$ cat src/rtl/rpc_pkg.sv
package rpc_pkg;

  typedef enum logic [2:0] {
    ST_DEEP   = 3'd0,
    ST_SETTLE = 3'd1,
    ST_PS_NC  = 3'd2,
    ST_PS_CN  = 3'd3,
    ST_WAKE   = 3'd4,
    ST_ACTIVE = 3'd5
  } pstate_e;

  typedef struct packed {
    logic dp;
    logic cm;
    logic term;
  } drv_t;

  function automatic drv_t drive_of(pstate_e s);
    drv_t d;
    case (s)
      ST_SETTLE: d = '{dp: 1'b0, cm: 1'b0, term: 1'b1};
      ST_PS_NC:  d = '{dp: 1'b0, cm: 1'b0, term: 1'b1};
      ST_PS_CN:  d = '{dp: 1'b0, cm: 1'b1, term: 1'b1};
      ST_WAKE:   d = '{dp: 1'b0, cm: 1'b1, term: 1'b1};
      ST_ACTIVE: d = '{dp: 1'b1, cm: 1'b1, term: 1'b1};
      default:   d = '{dp: 1'b0, cm: 1'b0, term: 1'b0};
    endcase
    return d;
  endfunction

  function automatic int max2(int a, int b);
    return (a > b) ? a : b;
  endfunction

endpackage

$ cat src/rtl/rpc_tick_gen.sv
module rpc_tick_gen #(
  parameter int TICK_DIV = 500
) (
  input  logic clk,
  input  logic rst_n,
  output logic tick
);
  localparam int CW = (TICK_DIV > 1) ? $clog2(TICK_DIV) : 1;

  logic [CW-1:0] cnt_q, cnt_d;
  logic          wrap;

  assign wrap = (cnt_q == CW'(TICK_DIV - 1)) || (TICK_DIV <= 1);

  always_comb begin
    if (wrap) cnt_d = '0;
    else      cnt_d = cnt_q + 1'b1;
  end

  always_ff @(posedge clk or negedge rst_n) begin
    if (!rst_n) cnt_q <= '0;
    else        cnt_q <= cnt_d;
  end

  assign tick = wrap;

endmodule

$ cat src/rtl/rpc_timer.sv
module rpc_timer #(
  parameter int W = 16
) (
  input  logic         clk,
  input  logic         rst_n,
  input  logic         tick,
  input  logic         load,
  input  logic [W-1:0] len,
  output logic         done
);
  logic [W-1:0] cnt_q, cnt_d;
  logic         dec_en;

  assign dec_en = tick && (cnt_q != '0);

  always_comb begin
    cnt_d = cnt_q;
    if (load)        cnt_d = len;
    else if (dec_en) cnt_d = cnt_q - 1'b1;
  end

  always_ff @(posedge clk or negedge rst_n) begin
    if (!rst_n) cnt_q <= '0;
    else        cnt_q <= cnt_d;
  end

  assign done = (cnt_q == '0);

endmodule

$ cat src/rtl/rpc_state_fsm.sv
module rpc_state_fsm
  import rpc_pkg::*;
#(
  parameter int TW           = 16,
  parameter int IDLE_TICKS   = 300,
  parameter int WAKE_TICKS   = 1,
  parameter int SETTLE_TICKS = 20,
  parameter int POLL_TICKS   = 10
) (
  input  logic          clk,
  input  logic          rst_n,
  input  logic          chip_en,
  input  logic          sq_idle,
  input  logic          lfps_det,
  input  logic          rxdet_done,
  input  logic          rxdet_found,
  input  logic          tmr_done,
  input  logic          poll_done,
  output pstate_e       state_o,
  output logic          tmr_load,
  output logic [TW-1:0] tmr_len,
  output logic          poll_load,
  output logic [TW-1:0] poll_len,
  output logic          rxdet_req
);
  pstate_e st_q, st_d;
  logic    in_ps, poll_fire, req_q, req_d;

  // next-state decision from bus conditions only
  always_comb begin
    st_d = st_q;
    if (!chip_en) begin
      st_d = ST_DEEP;
    end else begin
      case (st_q)
        ST_DEEP:   st_d = ST_SETTLE;
        ST_SETTLE: if (tmr_done) st_d = ST_PS_NC;
        ST_PS_NC:  if (rxdet_done && rxdet_found) st_d = ST_PS_CN;
        ST_PS_CN: begin
          if (lfps_det)                         st_d = ST_WAKE;
          else if (rxdet_done && !rxdet_found)  st_d = ST_PS_NC;
        end
        ST_WAKE:   if (tmr_done) st_d = ST_ACTIVE;
        ST_ACTIVE: if (sq_idle && tmr_done) st_d = ST_PS_CN;
        default:   st_d = ST_DEEP;
      endcase
    end
  end

  // shared interval timer: reloaded on every state change, and by
  // bus activity while running
  always_comb begin
    tmr_load = (st_d != st_q) || ((st_q == ST_ACTIVE) && !sq_idle);
    case (st_d)
      ST_SETTLE: tmr_len = TW'(SETTLE_TICKS);
      ST_WAKE:   tmr_len = TW'(WAKE_TICKS);
      ST_ACTIVE: tmr_len = TW'(IDLE_TICKS);
      default:   tmr_len = '0;
    endcase
  end

  // termination probe pacing in the low-power states
  assign in_ps     = (st_q == ST_PS_NC) || (st_q == ST_PS_CN);
  assign poll_fire = in_ps && poll_done;
  assign poll_load = !in_ps || poll_fire;
  assign poll_len  = TW'(POLL_TICKS);
  assign req_d     = poll_fire && (st_d == st_q);

  always_ff @(posedge clk or negedge rst_n) begin
    if (!rst_n) begin
      st_q  <= ST_DEEP;
      req_q <= 1'b0;
    end else begin
      st_q  <= st_d;
      req_q <= req_d;
    end
  end

  assign state_o   = st_q;
  assign rxdet_req = req_q;

  a_r2_off_forces_deep: assert property (@(posedge clk) disable iff (!rst_n)
    !chip_en |=> (st_q == ST_DEEP));

  a_r5_busy_keeps_active: assert property (@(posedge clk) disable iff (!rst_n)
    (st_q == ST_ACTIVE && chip_en && !sq_idle) |=> (st_q == ST_ACTIVE));

  a_r6_lfps_wakes: assert property (@(posedge clk) disable iff (!rst_n)
    (st_q == ST_PS_CN && chip_en && lfps_det) |=> (st_q == ST_WAKE));

  a_r8_req_one_cycle: assert property (@(posedge clk) disable iff (!rst_n)
    rxdet_req |=> !rxdet_req);

endmodule

$ cat src/rtl/redrv_pwr_ctrl.sv
module redrv_pwr_ctrl
  import rpc_pkg::*;
#(
  parameter int TICK_DIV     = 500,
  parameter int IDLE_TICKS   = 30000,
  parameter int IDLE_LIMIT   = 40000,
  parameter int WAKE_TICKS   = 1,
  parameter int SETTLE_TICKS = 2000,
  parameter int RECFG_TICKS  = 10000,
  parameter int POLL_TICKS   = 1000,
  parameter int CFG_W        = 8
) (
  input  logic             clk,
  input  logic             rst_n,
  input  logic             chip_en,
  input  logic             sq_idle,
  input  logic             lfps_det,
  input  logic             rxdet_done,
  input  logic             rxdet_found,
  input  logic [CFG_W-1:0] cfg_sel,
  output logic             dp_en,
  output logic             cm_hold,
  output logic             term_en,
  output logic             rxdet_req,
  output logic             ready
);
  localparam int IDLE_EFF = (IDLE_TICKS > IDLE_LIMIT) ? IDLE_LIMIT : IDLE_TICKS;
  localparam int MAXT     = max2(max2(IDLE_EFF, WAKE_TICKS),
                                 max2(max2(SETTLE_TICKS, RECFG_TICKS), POLL_TICKS));
  localparam int TW       = $clog2(MAXT + 1);

  logic [1:0]       rs_q;
  logic             rst_sync_n;
  logic             tick;
  logic [CFG_W-1:0] cfg_q;
  logic             cfg_chg;
  logic             recfg_done, tmr_done, poll_done;
  logic             tmr_load, poll_load;
  logic [TW-1:0]    tmr_len, poll_len;
  pstate_e          state;
  drv_t             drv;
  logic             state_up;

  // asynchronous assert, synchronous release
  always_ff @(posedge clk or negedge rst_n) begin
    if (!rst_n) rs_q <= '0;
    else        rs_q <= {rs_q[0], 1'b1};
  end
  assign rst_sync_n = rs_q[1];

  rpc_tick_gen #(.TICK_DIV(TICK_DIV)) u_tick (
    .clk (clk), .rst_n (rst_sync_n), .tick (tick)
  );

  always_ff @(posedge clk or negedge rst_sync_n) begin
    if (!rst_sync_n) cfg_q <= '0;
    else             cfg_q <= cfg_sel;
  end
  assign cfg_chg = (cfg_sel != cfg_q);

  rpc_timer #(.W(TW)) u_recfg_tmr (
    .clk (clk), .rst_n (rst_sync_n), .tick (tick),
    .load (cfg_chg), .len (TW'(RECFG_TICKS)), .done (recfg_done)
  );

  rpc_timer #(.W(TW)) u_state_tmr (
    .clk (clk), .rst_n (rst_sync_n), .tick (tick),
    .load (tmr_load), .len (tmr_len), .done (tmr_done)
  );

  rpc_timer #(.W(TW)) u_poll_tmr (
    .clk (clk), .rst_n (rst_sync_n), .tick (tick),
    .load (poll_load), .len (poll_len), .done (poll_done)
  );

  rpc_state_fsm #(
    .TW           (TW),
    .IDLE_TICKS   (IDLE_EFF),
    .WAKE_TICKS   (WAKE_TICKS),
    .SETTLE_TICKS (SETTLE_TICKS),
    .POLL_TICKS   (POLL_TICKS)
  ) u_fsm (
    .clk         (clk),
    .rst_n       (rst_sync_n),
    .chip_en     (chip_en),
    .sq_idle     (sq_idle),
    .lfps_det    (lfps_det),
    .rxdet_done  (rxdet_done),
    .rxdet_found (rxdet_found),
    .tmr_done    (tmr_done),
    .poll_done   (poll_done),
    .state_o     (state),
    .tmr_load    (tmr_load),
    .tmr_len     (tmr_len),
    .poll_load   (poll_load),
    .poll_len    (poll_len),
    .rxdet_req   (rxdet_req)
  );

  assign drv      = drive_of(state);
  assign dp_en    = drv.dp;
  assign cm_hold  = drv.cm;
  assign term_en  = drv.term;
  assign state_up = (state != ST_DEEP) && (state != ST_SETTLE);
  assign ready    = state_up && recfg_done;

  a_r2_pins_safe_when_off: assert property (@(posedge clk) disable iff (!rst_sync_n)
    $fell(chip_en) |=> !(dp_en || cm_hold || term_en || ready));

  a_r3_enable_blocks_ready: assert property (@(posedge clk) disable iff (!rst_sync_n)
    $rose(chip_en) |=> !ready);

  a_r4_no_probe_running: assert property (@(posedge clk) disable iff (!rst_sync_n)
    dp_en |-> !rxdet_req);

  a_r10_cfg_holds_ready: assert property (@(posedge clk) disable iff (!rst_sync_n)
    cfg_chg |=> !ready);

endmodule

$ cat config.mk
export PLATFORM = sky130hd
export DESIGN_NAME = redrv_pwr_ctrl
export DESIGN_NICKNAME = d
export VERILOG_FILES = /design/src/rtl/rpc_pkg.sv /design/src/rtl/rpc_tick_gen.sv /design/src/rtl/rpc_timer.sv /design/src/rtl/rpc_state_fsm.sv /design/src/rtl/redrv_pwr_ctrl.sv
export SDC_FILE = /design/constraint.sdc
export NUM_CORES = 1
export LEC_CHECK = 0
export BUFFER_PORTS_ARGS = -buffer_cell sky130_fd_sc_hd__buf_2
export CAP_MARGIN = 20
export CORE_UTILIZATION = 42
export DETAILED_ROUTE_END_ITERATION = 8
export HOLD_SLACK_MARGIN = 0.15
export PLACE_DENSITY = 0.7
export SYNTH_ARGS = -nofsm -noshare
export SYNTH_HDL_FRONTEND = slang
export SYNTH_SLANG_ARGS = --single-unit
$ cat constraint.sdc
create_clock -name clk -period 2.17 [get_ports clk]
set_input_delay 0.651 -clock clk [delete_from_list [all_inputs] [get_ports clk]]
set_output_delay 0.651 -clock clk [all_outputs]
set_load 0.01 [all_outputs]
==> flow_summary.json, run 1 <==
{
  "relSlewSlack_pct": 65.1,
  "dr_total_vias": 3270,
  "cts_made_buffers": 9,
  "postSynthAreaPerCell_sq_um": 9.64,
  "drt_wl_total_microns": 9000,
  "dp_slack_ns": -0.289,
  "dieArea_sq_mm": 0.00884,
  "synth-main-ff-cell": "dfrtp_1",
  "synth_edf_count": 0,
  "fmax_mhz": 365,
  "violations": "setup timing",
  "gr-total-overflow": 0,
  "viasPerCell": 5.49,
  "setup_viol": 32,
  "setup_ws_ns": -0.571,
  "wl_per_cell_microns": 15.1,
  "p_leak_nw": 2.14,
  "required_ns": 1.52,
  "critPathMaxStageDelay_ns": 0.54,
  "crit_path_start_kind": "register",
  "ys.warnings.count": 0,
  "grt.total_usage_pct": 22.6,
  "place_congestion": 0.882,
  "path_class": "register to primary output",
  "clockRootBuffer": "clkbuf_8",
  "io_pins": 20,
  "port_buffers": 19,
  "run_status": "complete, but fails checks",
  "cp.buffers_inverters": 1,
  "whs_ns": 0.196,
  "cts-htree-levels": 3,
  "rows": 33,
  "drive_above_1_share_pct": 40.1,
  "start_util_pct": 43.3,
  "crit_family": "simple AND/OR/NAND/NOR gates",
  "final_cell_mix": "buf_4 (85), dfrtp_1 (67), nor2_1 (38)",
  "ys_seq_area_share_pct": 47.9,
  "path_clk_slew_ns": 0.08,
  "die_w_microns": 94.0,
  "cp_data_arrival_time_ns": 2.09,
  "rsz0062_at_grt": "true",
  "irDropWorstVdd_v": 0.000474,
  "die_h_microns": 94.0,
  "grt_pass1_wl_microns": 15500,
  "area_growth_pct": 45.7,
  "final_common_cell": "buf_4",
  "powerDensity_mw_per_mm2": 984,
  "fin_crit_sh_pct": 126,
  "ant_nets": 0,
  "worstSetupEndpointType": "primary output",
  "fin_crit_ns": 2.74,
  "crit_chain": "or4_4, or3_4, a2111oi_4, buf_2",
  "clock_path_buffers": 2,
  "drv_slew": 0,
  "finalHoldViolations": 0,
  "hp-class": "register to async pin",
  "netlist_instances": 369,
  "drc_errors": 0,
  "path_max_fanout": 2,
  "hpwl_microns": 6170,
  "clk_latency_ns": 0.35,
  "slowest_stage": "or4_4",
  "grt_pass1_vias": 3398,
  "syn-cell-area_sq_mm": 0.00356,
  "grt_max_degree": 35,
  "async_flop_share_pct": 100,
  "placeableCoreArea_sq_mm": 0.00822,
  "worstMarginPinSlew_ns": 0.521,
  "synth-seq-cells": 68,
  "clock-sinks": 68,
  "cts_tree": "yes",
  "nNetsFinal": 505,
  "antenna_found_initial": 0,
  "drt_iter0_markers": 149,
  "total_power_mw": 5.10,
  "fin_skew_ns": 0.0131,
  "max_cap_violations": 0,
  "drt-pass1-iter-count": 4,
  "diodes": 0,
  "synth_fp_nets": 388,
  "synth_cell_types": 54
}
## metrics by stage
step,util (%),cell area (sq um),std cells,TNS [ns]
after global placement,53.9,4430,563,-4.21
after CTS,61.3,5030,590,-5.76
after global routing,63.1,5180,596,-10.32
after detailed placement,53.9,4430,563,-5.44
after floorplan,-,3640,369,-1.76
final,63.1,5180,596,-7.30
## path summary, 6_finish.rpt
path | startpoint | slack (ns) | to | depth (start not counted)
setup / recovery | u_recfg_tmr.cnt_q[10] | -0.57 | ready | 4
hold / removal | rs_q[1] | 0.20 | u_tick.cnt_q[8] | 0
setup reg to reg | u_recfg_tmr.cnt_q[10] | -0.40 | u_recfg_tmr.cnt_q[13] | 8
hold reg to reg | rs_q[1] | 0.20 | u_tick.cnt_q[8] | 0
max in group asynchronous | rs_q[1] | 1.42 | u_recfg_tmr.cnt_q[0] | 1
min in group clk | rs_q[0] | 0.36 | rs_q[1] | 0
## synthesized netlist by cell type, types with 7 or more instances
library cell	n	area, sq um
a2111oi_0	8	70.1
a211oi_1	10	75.1
clkbuf_1	7	26.3
dfrtp_1	68	1700
inv_1	13	48.8
nand2_1	30	113
nand3_1	17	85.1
nand4_1	8	50.1
nor2_1	43	161
nor3_1	17	85.1
nor4_1	10	62.6
o21ai_0	7	35.0
or3_1	10	62.6
xnor2_1	19	166
xor2_1	20	175
## sequential cells by signal, summed over array words and instances, names as in the netlist
register	flops
u_fsm.rxdet_req	1
u_fsm.state_o	3
u_tick.cnt_q	9
u_poll_tmr.cnt_q	15
rs_q	2
u_state_tmr.cnt_q	15
u_recfg_tmr.cnt_q	15
cfg_q	8
## logic make-up after synthesis
family	Yosys count	synth area share, %
simple gates	162	23.4
flops	68	47.9
compound gates	67	14.0
xor+xnor	39	9.61
buf+inv	26	3.03
fa+ha+maj	4	1.41
mux	2	0.598
other cells	1	0.105
## report_power, final
| group | leakage, nW | internal (mW) | switching [mW] | total (mW) |
|---|---|---|---|---|
| Sequential | 0.849 | 1.37 | 0.118 | 1.49 |
| Combinational | 1.17 | 1.16 | 1.17 | 2.32 |
| Clock | 0.120 | 0.771 | 0.518 | 1.29 |
## metal layers
| layer | GRT usage, % | up-vias | share of wire [%] |
|---|---|---|---|
| met5 | 0 | - | 0 |
| met4 | 7.82 | 0 | 2.0 |
| met3 | 4.69 | 24 | 4.1 |
| met2 | 40.1 | 66 | 52 |
| met1 | 27.0 | 1615 | 42 |
| li1 | - | 1565 | - |
## cell type report
| class | count | area (sq um) |
|---|---|---|
| clock inverter | 7 | 124 |
| sequential | 68 | 1700 |
| clock buffer | 9 | 124 |
| fill | 634 | 3040 |
| multi-input combinational | 275 | 2150 |
| tap | 105 | 131 |
| inverter | 15 | 56.3 |
| timing repair buffer | 117 | 896 |
## what timing repair did
item                                   in CTS  in global routing
hold buffers                                1                  0
endpoints found under the hold margin       2                  0
pin swaps                                  26                 20
setup buffers                              10                  6
resized for setup                          52                 21
setup endpoints to repair                  28                 42
No activity file was read; power rests on OpenSTA's default activity.
==> run 2: changes to the inputs <==
Settings changed: BUFFER_PORTS_ARGS -buffer_cell sky130_fd_sc_hd__buf_2 to -buffer_cell sky130_fd_sc_hd__clkbuf_2.
==> run 2 against run 1 <==
Against the previous run: the flow still finishes with violations (setup timing); global-route usage fell by 1.1 points; first-iteration DRC count shrank 1.3%; die area is the same; utilization fell by 1.4 points; sequential power about the same; wire length is 3.9% lower; largest cell class unchanged.
==> flow_summary.json, run 2 (synthesis results as in run 1) <==
{
  "drt_wl_total_microns": 8650,
  "antenna_found_initial": 0,
  "wl_per_cell_microns": 14.7,
  "drc_errors": 0,
  "grt_pass1_vias": 3216,
  "cts_tree": "yes",
  "path_max_fanout": 2,
  "place_congestion": 0.889,
  "fin_crit_sh_pct": 125,
  "intPower_mw": 2.97,
  "drv_slew": 0,
  "clockPowerShare_pct": 19.9,
  "viasPerCell": 5.43,
  "top_regs": "u_poll_tmr.cnt_q x15, u_recfg_tmr.cnt_q x15, u_state_tmr.cnt_q x15",
  "relSlewSlack_pct": 51.2,
  "cp_data_arrival_time_ns": 2.07,
  "power_frac_seq_pct": 31.4,
  "p_leak_nw": 2.08,
  "fmax_mhz": 368,
  "start_util_pct": 43.3,
  "hpwl_microns": 6040,
  "final_common_cell": "buf_4",
  "grt.total_usage_pct": 21.5,
  "fin_util_pct": 61.6,
  "n_fill_cell": 626,
  "port_buffers": 19,
  "powerDensity_mw_per_mm2": 931,
  "drive_above_1_share_pct": 40.6,
  "design_area_sq_mm": 0.00506,
  "pwr-share-comb_pct": 48.7,
  "seq_area_sq_mm": 0.00170,
  "area_growth_pct": 42.4,
  "dr_total_vias": 3203,
  "placeableCoreArea_sq_mm": 0.00822,
  "violations": "setup timing",
  "crit_path_start_kind": "register",
  "setup_viol": 33,
  "irDropWorstVdd_v": 0.000401,
  "clock_path_buffers": 2,
  "path_clk_slew_ns": 0.08,
  "whs_ns": 0.328,
  "setup_ws_ns": -0.551,
  "clock-sinks": 68,
  "multi_input_area_sq_mm": 0.00216,
  "p_switching_mw": 1.74,
  "gr-total-overflow": 0,
  "dieArea_sq_mm": 0.00884,
  "cts-htree-levels": 3,
  "max_cap_violations": 0,
  "die_h_microns": 94.0,
  "rsz0062_at_grt": "true",
  "worstSetupEndpointType": "primary output",
  "worstMarginPinSlew_ns": 0.731,
  "finalHoldViolations": 0,
  "path_class": "register to primary output",
  "hp-class": "register to async pin",
  "cts_made_buffers": 9,
  "run_status": "complete, but fails checks",
  "io_pins": 20,
  "rows": 33,
  "clk_latency_ns": 0.34,
  "nNetsFinal": 499,
  "fin_skew_ns": 0.0138,
  "grt_max_degree": 34,
  "dp_slack_ns": -0.273,
  "ant_nets": 0,
  "grt_pass1_wl_microns": 14700,
  "fin_crit_ns": 2.72,
  "postPlaceCellArea_sq_mm": 0.00441,
  "drt_iter0_markers": 147,
  "drt-pass1-iter-count": 4,
  "required_ns": 1.52,
  "clockRootBuffer": "clkbuf_8",
  "final_cell_mix": "buf_4 (81), dfrtp_1 (66), nor2_1 (38)",
  "p_sw_share_pct": 36.9,
  "diodes": 0,
  "die_w_microns": 94.0
}
==> run 2: path summary, 6_finish.rpt <==
check / from / endpoint / slack [ns] / cells past startpoint
max in group asynchronous: rs_q[1] / u_state_tmr.cnt_q[1] / 1.23 / 1
max: u_recfg_tmr.cnt_q[0] / ready / -0.55 / 6
max reg2reg: u_recfg_tmr.cnt_q[0] / u_recfg_tmr.cnt_q[13] / -0.32 / 9
min reg2reg: rs_q[1] / u_tick.cnt_q[8] / 0.33 / 0
min: rs_q[1] / u_tick.cnt_q[8] / 0.33 / 0
min in group clk: rs_q[0] / rs_q[1] / 0.37 / 0
==> run 2: power groups by stage <==
stage	registers [mW]	clock network [mW]	logic (mW)
2_1_floorplan	1.50	0	1.01
3_3_place_gp	1.49	0	1.67
3_5_place_dp	1.50	0	1.69
4_1_cts	1.48	0.960	2.13
5_1_grt	1.50	1.01	2.47
6_report	1.48	0.936	2.30
==> run 2: routing by layer <==
layer | track usage, % | vias to the layer above | wire length [microns]
met4 | 8.59 | 0 | 163
met3 | 4.45 | 15 | 370
met5 | 0 | - | 0
li1 | - | 1560 | -
met2 | 35.8 | 74 | 4360
met1 | 27.2 | 1554 | 3760
==> run 2: what timing repair did <==
| item | CTS | global route |
|---|---|---|
| gates resized for setup | 51 | 22 |
| pin swaps | 25 | 13 |
| endpoints found under the hold margin | 2 | 0 |
| setup endpoints to repair | 30 | 45 |
| hold buffers | 1 | 0 |
| buffers inserted | 11 | 3 |
==> run 2: worst max-delay path, stage by stage, from the launching register on <==
cell	delay, ns
dfrtp_1	0.38
inv_1	0.06
ha_2	0.17
or4b_4	0.47
nand2b_4	0.17
a2111oi_4	0.29
buf_2	0.19
==> run 2: stage by stage <==
stage / power (mW) / instances / TNS, ns
floorplan: 2.51 / 369 / -1.76
global placement: 3.16 / 560 / -3.14
detailed placement: 3.19 / 560 / -4.01
CTS: 4.57 / 587 / -3.49
global route: 4.98 / 590 / -8.97
finish: 4.72 / 590 / -4.96
==> run 2: cell type report <==
| cell class | instances | area share (%) |
|---|---|---|
| Inverter | 15 | 1.11 |
| Tap cell | 105 | 2.59 |
| Clock inverter | 6 | 0.791 |
| Clock buffer | 10 | 2.72 |
| Sequential cell | 68 | 33.7 |
| Timing Repair Buffer | 111 | 16.5 |
| Multi-Input combinational cell | 275 | 42.6 |
==> run 3: changes to the inputs <==
Settings changed: CELL_PAD_IN_SITES_DETAIL_PLACEMENT from default to 2, CELL_PAD_IN_SITES_GLOBAL_PLACEMENT from default to 2, CORE_UTILIZATION 42 to 35, PLACE_DENSITY 0.7 to 0.85, SYNTH_HIERARCHICAL from default to 1.
Clock period 2.17 ns to 2.34 ns, I/O delays scaled along.
==> run 3 against run 2 <==
Against the previous run: the run still ends with setup timing left; die area up 43%; via count up 57%; area after synthesis up 20%; non-clock buffer count up 22; count of clock-buffer cells in the layout up 4; critical endpoint is now u_state_tmr/cnt_q[5]; sequential share of layout area down 6.0 points; flip-flop and latch count unchanged; clock skew up 0.00094 ns.
==> flow_summary.json, run 3 <==
{
  "p_sw_share_pct": 31.5,
  "whs_ns": 0.310,
  "crit_family": "simple AND/OR/NAND/NOR gates",
  "nNetsFinal": 643,
  "path_class": "register to register",
  "multi_input_area_sq_mm": 0.00284,
  "synthTopCellsByCount": "dfrtp_1 (68), nor2_1 (44), nand2_1 (41)",
  "slowest_stage": "dfrtp_1",
  "intPower_mw": 2.46,
  "place_congestion": 0.794,
  "hp-class": "register to async pin",
  "fin_crit_sh_pct": 131,
  "critPathMaxStageDelay_ns": 0.44,
  "hpwl_microns": 11200,
  "synth_cell_types": 64,
  "gr-total-overflow": 0,
  "seq_area_sq_mm": 0.00171,
  "relSlewSlack_pct": 52.2,
  "ant_nets": 0,
  "rows": 40,
  "synth-main-ff-cell": "dfrtp_1",
  "drt-pass1-iter-count": 5,
  "postSynthAreaPerCell_sq_um": 8.71,
  "antenna_found_initial": 1,
  "drt_wl_total_microns": 26800,
  "synth_top_area_share_pct": 39.8,
  "die_h_microns": 113,
  "clockPowerShare_pct": 45.3,
  "io_pins": 20,
  "viasPerCell": 6.50,
  "cp_data_arrival_time_ns": 3.31,
  "placeableCoreArea_sq_mm": 0.0120,
  "drive_above_1_share_pct": 39.0,
  "setup_ws_ns": -0.729,
  "area_growth_pct": 44.5,
  "r2r_setup_slack_ns": -0.73,
  "drt_iter0_markers": 477,
  "fmax_mhz": 326,
  "dp.cells": 723,
  "wl_per_cell_microns": 34.5,
  "path_clk_slew_ns": 0.07,
  "ys.warnings.count": 6,
  "drc_errors": 0,
  "synth_edf_count": 0,
  "drv_slew": 0,
  "required_ns": 2.58,
  "p_leak_nw": 2.85,
  "top_regs": "u_poll_tmr/cnt_q x15, u_recfg_tmr/cnt_q x15, u_state_tmr/cnt_q x15",
  "yosysTopAreaCell": "dfrtp_1",
  "clk_latency_ns": 0.37,
  "pwr-share-comb_pct": 17.3,
  "final_cell_count_no_fill": 776,
  "postPlaceCellArea_sq_mm": 0.00514,
  "synth.most_common_cell": "dfrtp_1",
  "port_buffers": 19,
  "diodes": 0,
  "run_status": "complete, but fails checks",
  "syn-cell-area_sq_mm": 0.00428,
  "async_flop_share_pct": 100,
  "crit_chain": "inv_2, ha_4, nor4b_4, nand4_2, inv_4, or3b_4, o311ai_4, nor3b_2, o22ai_4, buf_6, buf_4, nor2_2, nand4_1, o211ai_1",
  "path_max_fanout": 6,
  "start_util_pct": 35.7,
  "fin_crit_ns": 3.07,
  "clock_path_buffers": 2,
  "design_area_sq_mm": 0.00618,
  "dieArea_sq_mm": 0.0127,
  "n_fill_cell": 1227,
  "dr_total_vias": 5041,
  "grt_pass1_vias": 5290,
  "violations": "setup timing",
  "netlist_instances": 491,
  "rsz0062_at_grt": "true",
  "power_frac_seq_pct": 37.4,
  "setup_viol": 31,
  "max_cap_violations": 0,
  "clock-sinks": 68,
  "grt_max_degree": 67,
  "grt_pass1_wl_microns": 33800,
  "die_w_microns": 113,
  "netlist_top_cells_area": "dfrtp_1 (40%), buf_4 (4.7%), nor2_1 (3.9%), nand2_1 (3.6%), o21ai_0 (3.2%)",
  "final_cell_mix": "buf_4 (101), dfrtp_1 (64), nand2_1 (36), nor2_1 (36), conb_1 (35)",
  "p_switching_mw": 1.13,
  "crit_path_start_kind": "register",
  "cts_tree": "yes",
  "finalHoldViolations": 0,
  "worstSetupEndpointType": "register",
  "synth-seq-cells": 68,
  "irDropWorstVdd_v": 0.000390,
  "cp.buffers_inverters": 4,
  "cts_made_buffers": 9,
  "clockRootBuffer": "clkbuf_16",
  "grt.total_usage_pct": 36.7,
  "powerDensity_mw_per_mm2": 581,
  "ys_seq_area_share_pct": 39.8,
  "worstMarginPinSlew_ns": 0.707,
  "final_common_cell": "buf_4",
  "cts-htree-levels": 3,
  "fin_skew_ns": 0.0148
}
[run 3: cell count changes after synthesis, sizes merged, moves of 12 or more]
cell and change:
buf +25, o21ai +15, a21oi +21, xor2 -12
xnor2 -18, a31oi +13
[run 3: worst register-to-register path: stages (launching register included)]
cell and delay [ns]:
dfrtp_1 0.44, inv_2 0.12, ha_4 0.16, nor4b_4 0.26
nand4_2 0.20, inv_4 0.15, or3b_4 0.17, o311ai_4 0.13
nor3b_2 0.29, o22ai_4 0.17, buf_6 0.16, buf_4 0.17
nor2_2 0.11, nand4_1 0.15, o211ai_1 0.25
[run 3: layout make-up]
cell class	instances	area share, %
Inverter	24	1.54
Clock inverter	2	0.628
Tap cell	147	2.98
Multi-Input combinational cell	388	45.9
Sequential cell	68	27.6
Clock buffer	14	4.76
Timing Repair Buffer	133	16.5
[run 3: cells by family after synthesis]
kind of cell / Yosys count / synth area share (%)
buf+inv: 66 / 8.40
mux: 9 / 2.11
xor+xnor: 9 / 1.84
flops: 68 / 39.8
other cells: 4 / 0.351
compound gates: 123 / 19.0
fa+ha+maj: 4 / 1.17
simple gates: 208 / 27.3
[run 3: per-stage QoR]
stage | setup WS, ns | total power, mW | TNS [ns] | utilization, %
final | -0.729 | 3.59 | -9.99 | 51.6
after global routing | -0.661 | 3.65 | -10.79 | 51.6
after CTS | -0.346 | 3.37 | -3.92 | 48.7
after detailed placement | -0.469 | 1.74 | -5.37 | 43.0
after global placement | -0.148 | 1.69 | -0.624 | 43.0
after floorplan | -0.171 | 1.57 | -0.226 | -
[run 3: final timing paths]
check                                      from                    to  cells after the start
min in group clk                        rs_q[0]               rs_q[1]                      0
hold reg to reg                         rs_q[1]              cfg_q[5]                      1
setup reg to reg           u_state_tmr/cnt_q[1]  u_state_tmr/cnt_q[5]                     14
setup / recovery           u_state_tmr/cnt_q[1]  u_state_tmr/cnt_q[5]                     14
hold / removal                          rs_q[1]              cfg_q[5]                      1
max in group asynchronous                 rst_n               rs_q[1]                      2
[run 3: repair_timing]
| action | in CTS | in global routing |
|---|---|---|
| hold endpoints to repair | 2 | 0 |
| endpoints found under the setup margin | 27 | 36 |
| resized for setup | 43 | 55 |
| setup buffers | 18 | 20 |
| hold buffers | 1 | 0 |
| pin swaps | 15 | 16 |
[run 3: power groups by stage]
stage	Combinational [mW]	Clock [mW]	Sequential (mW)
4_1_cts	0.478	1.58	1.32
6_report	0.620	1.63	1.34
3_3_place_gp	0.370	0	1.32
5_1_grt	0.633	1.67	1.34
3_5_place_dp	0.408	0	1.33
2_1_floorplan	0.235	0	1.33
[run 3: layer usage]
layer / global-route usage (%) / vias to the layer above / routed length (microns)
li1: - / 2012 / -
met1: 40.8 / 2568 / 9910
met2: 66.2 / 295 / 13000
met3: 5.67 / 164 / 1540
met4: 22.5 / 2 / 2270
met5: 0 / - / 13
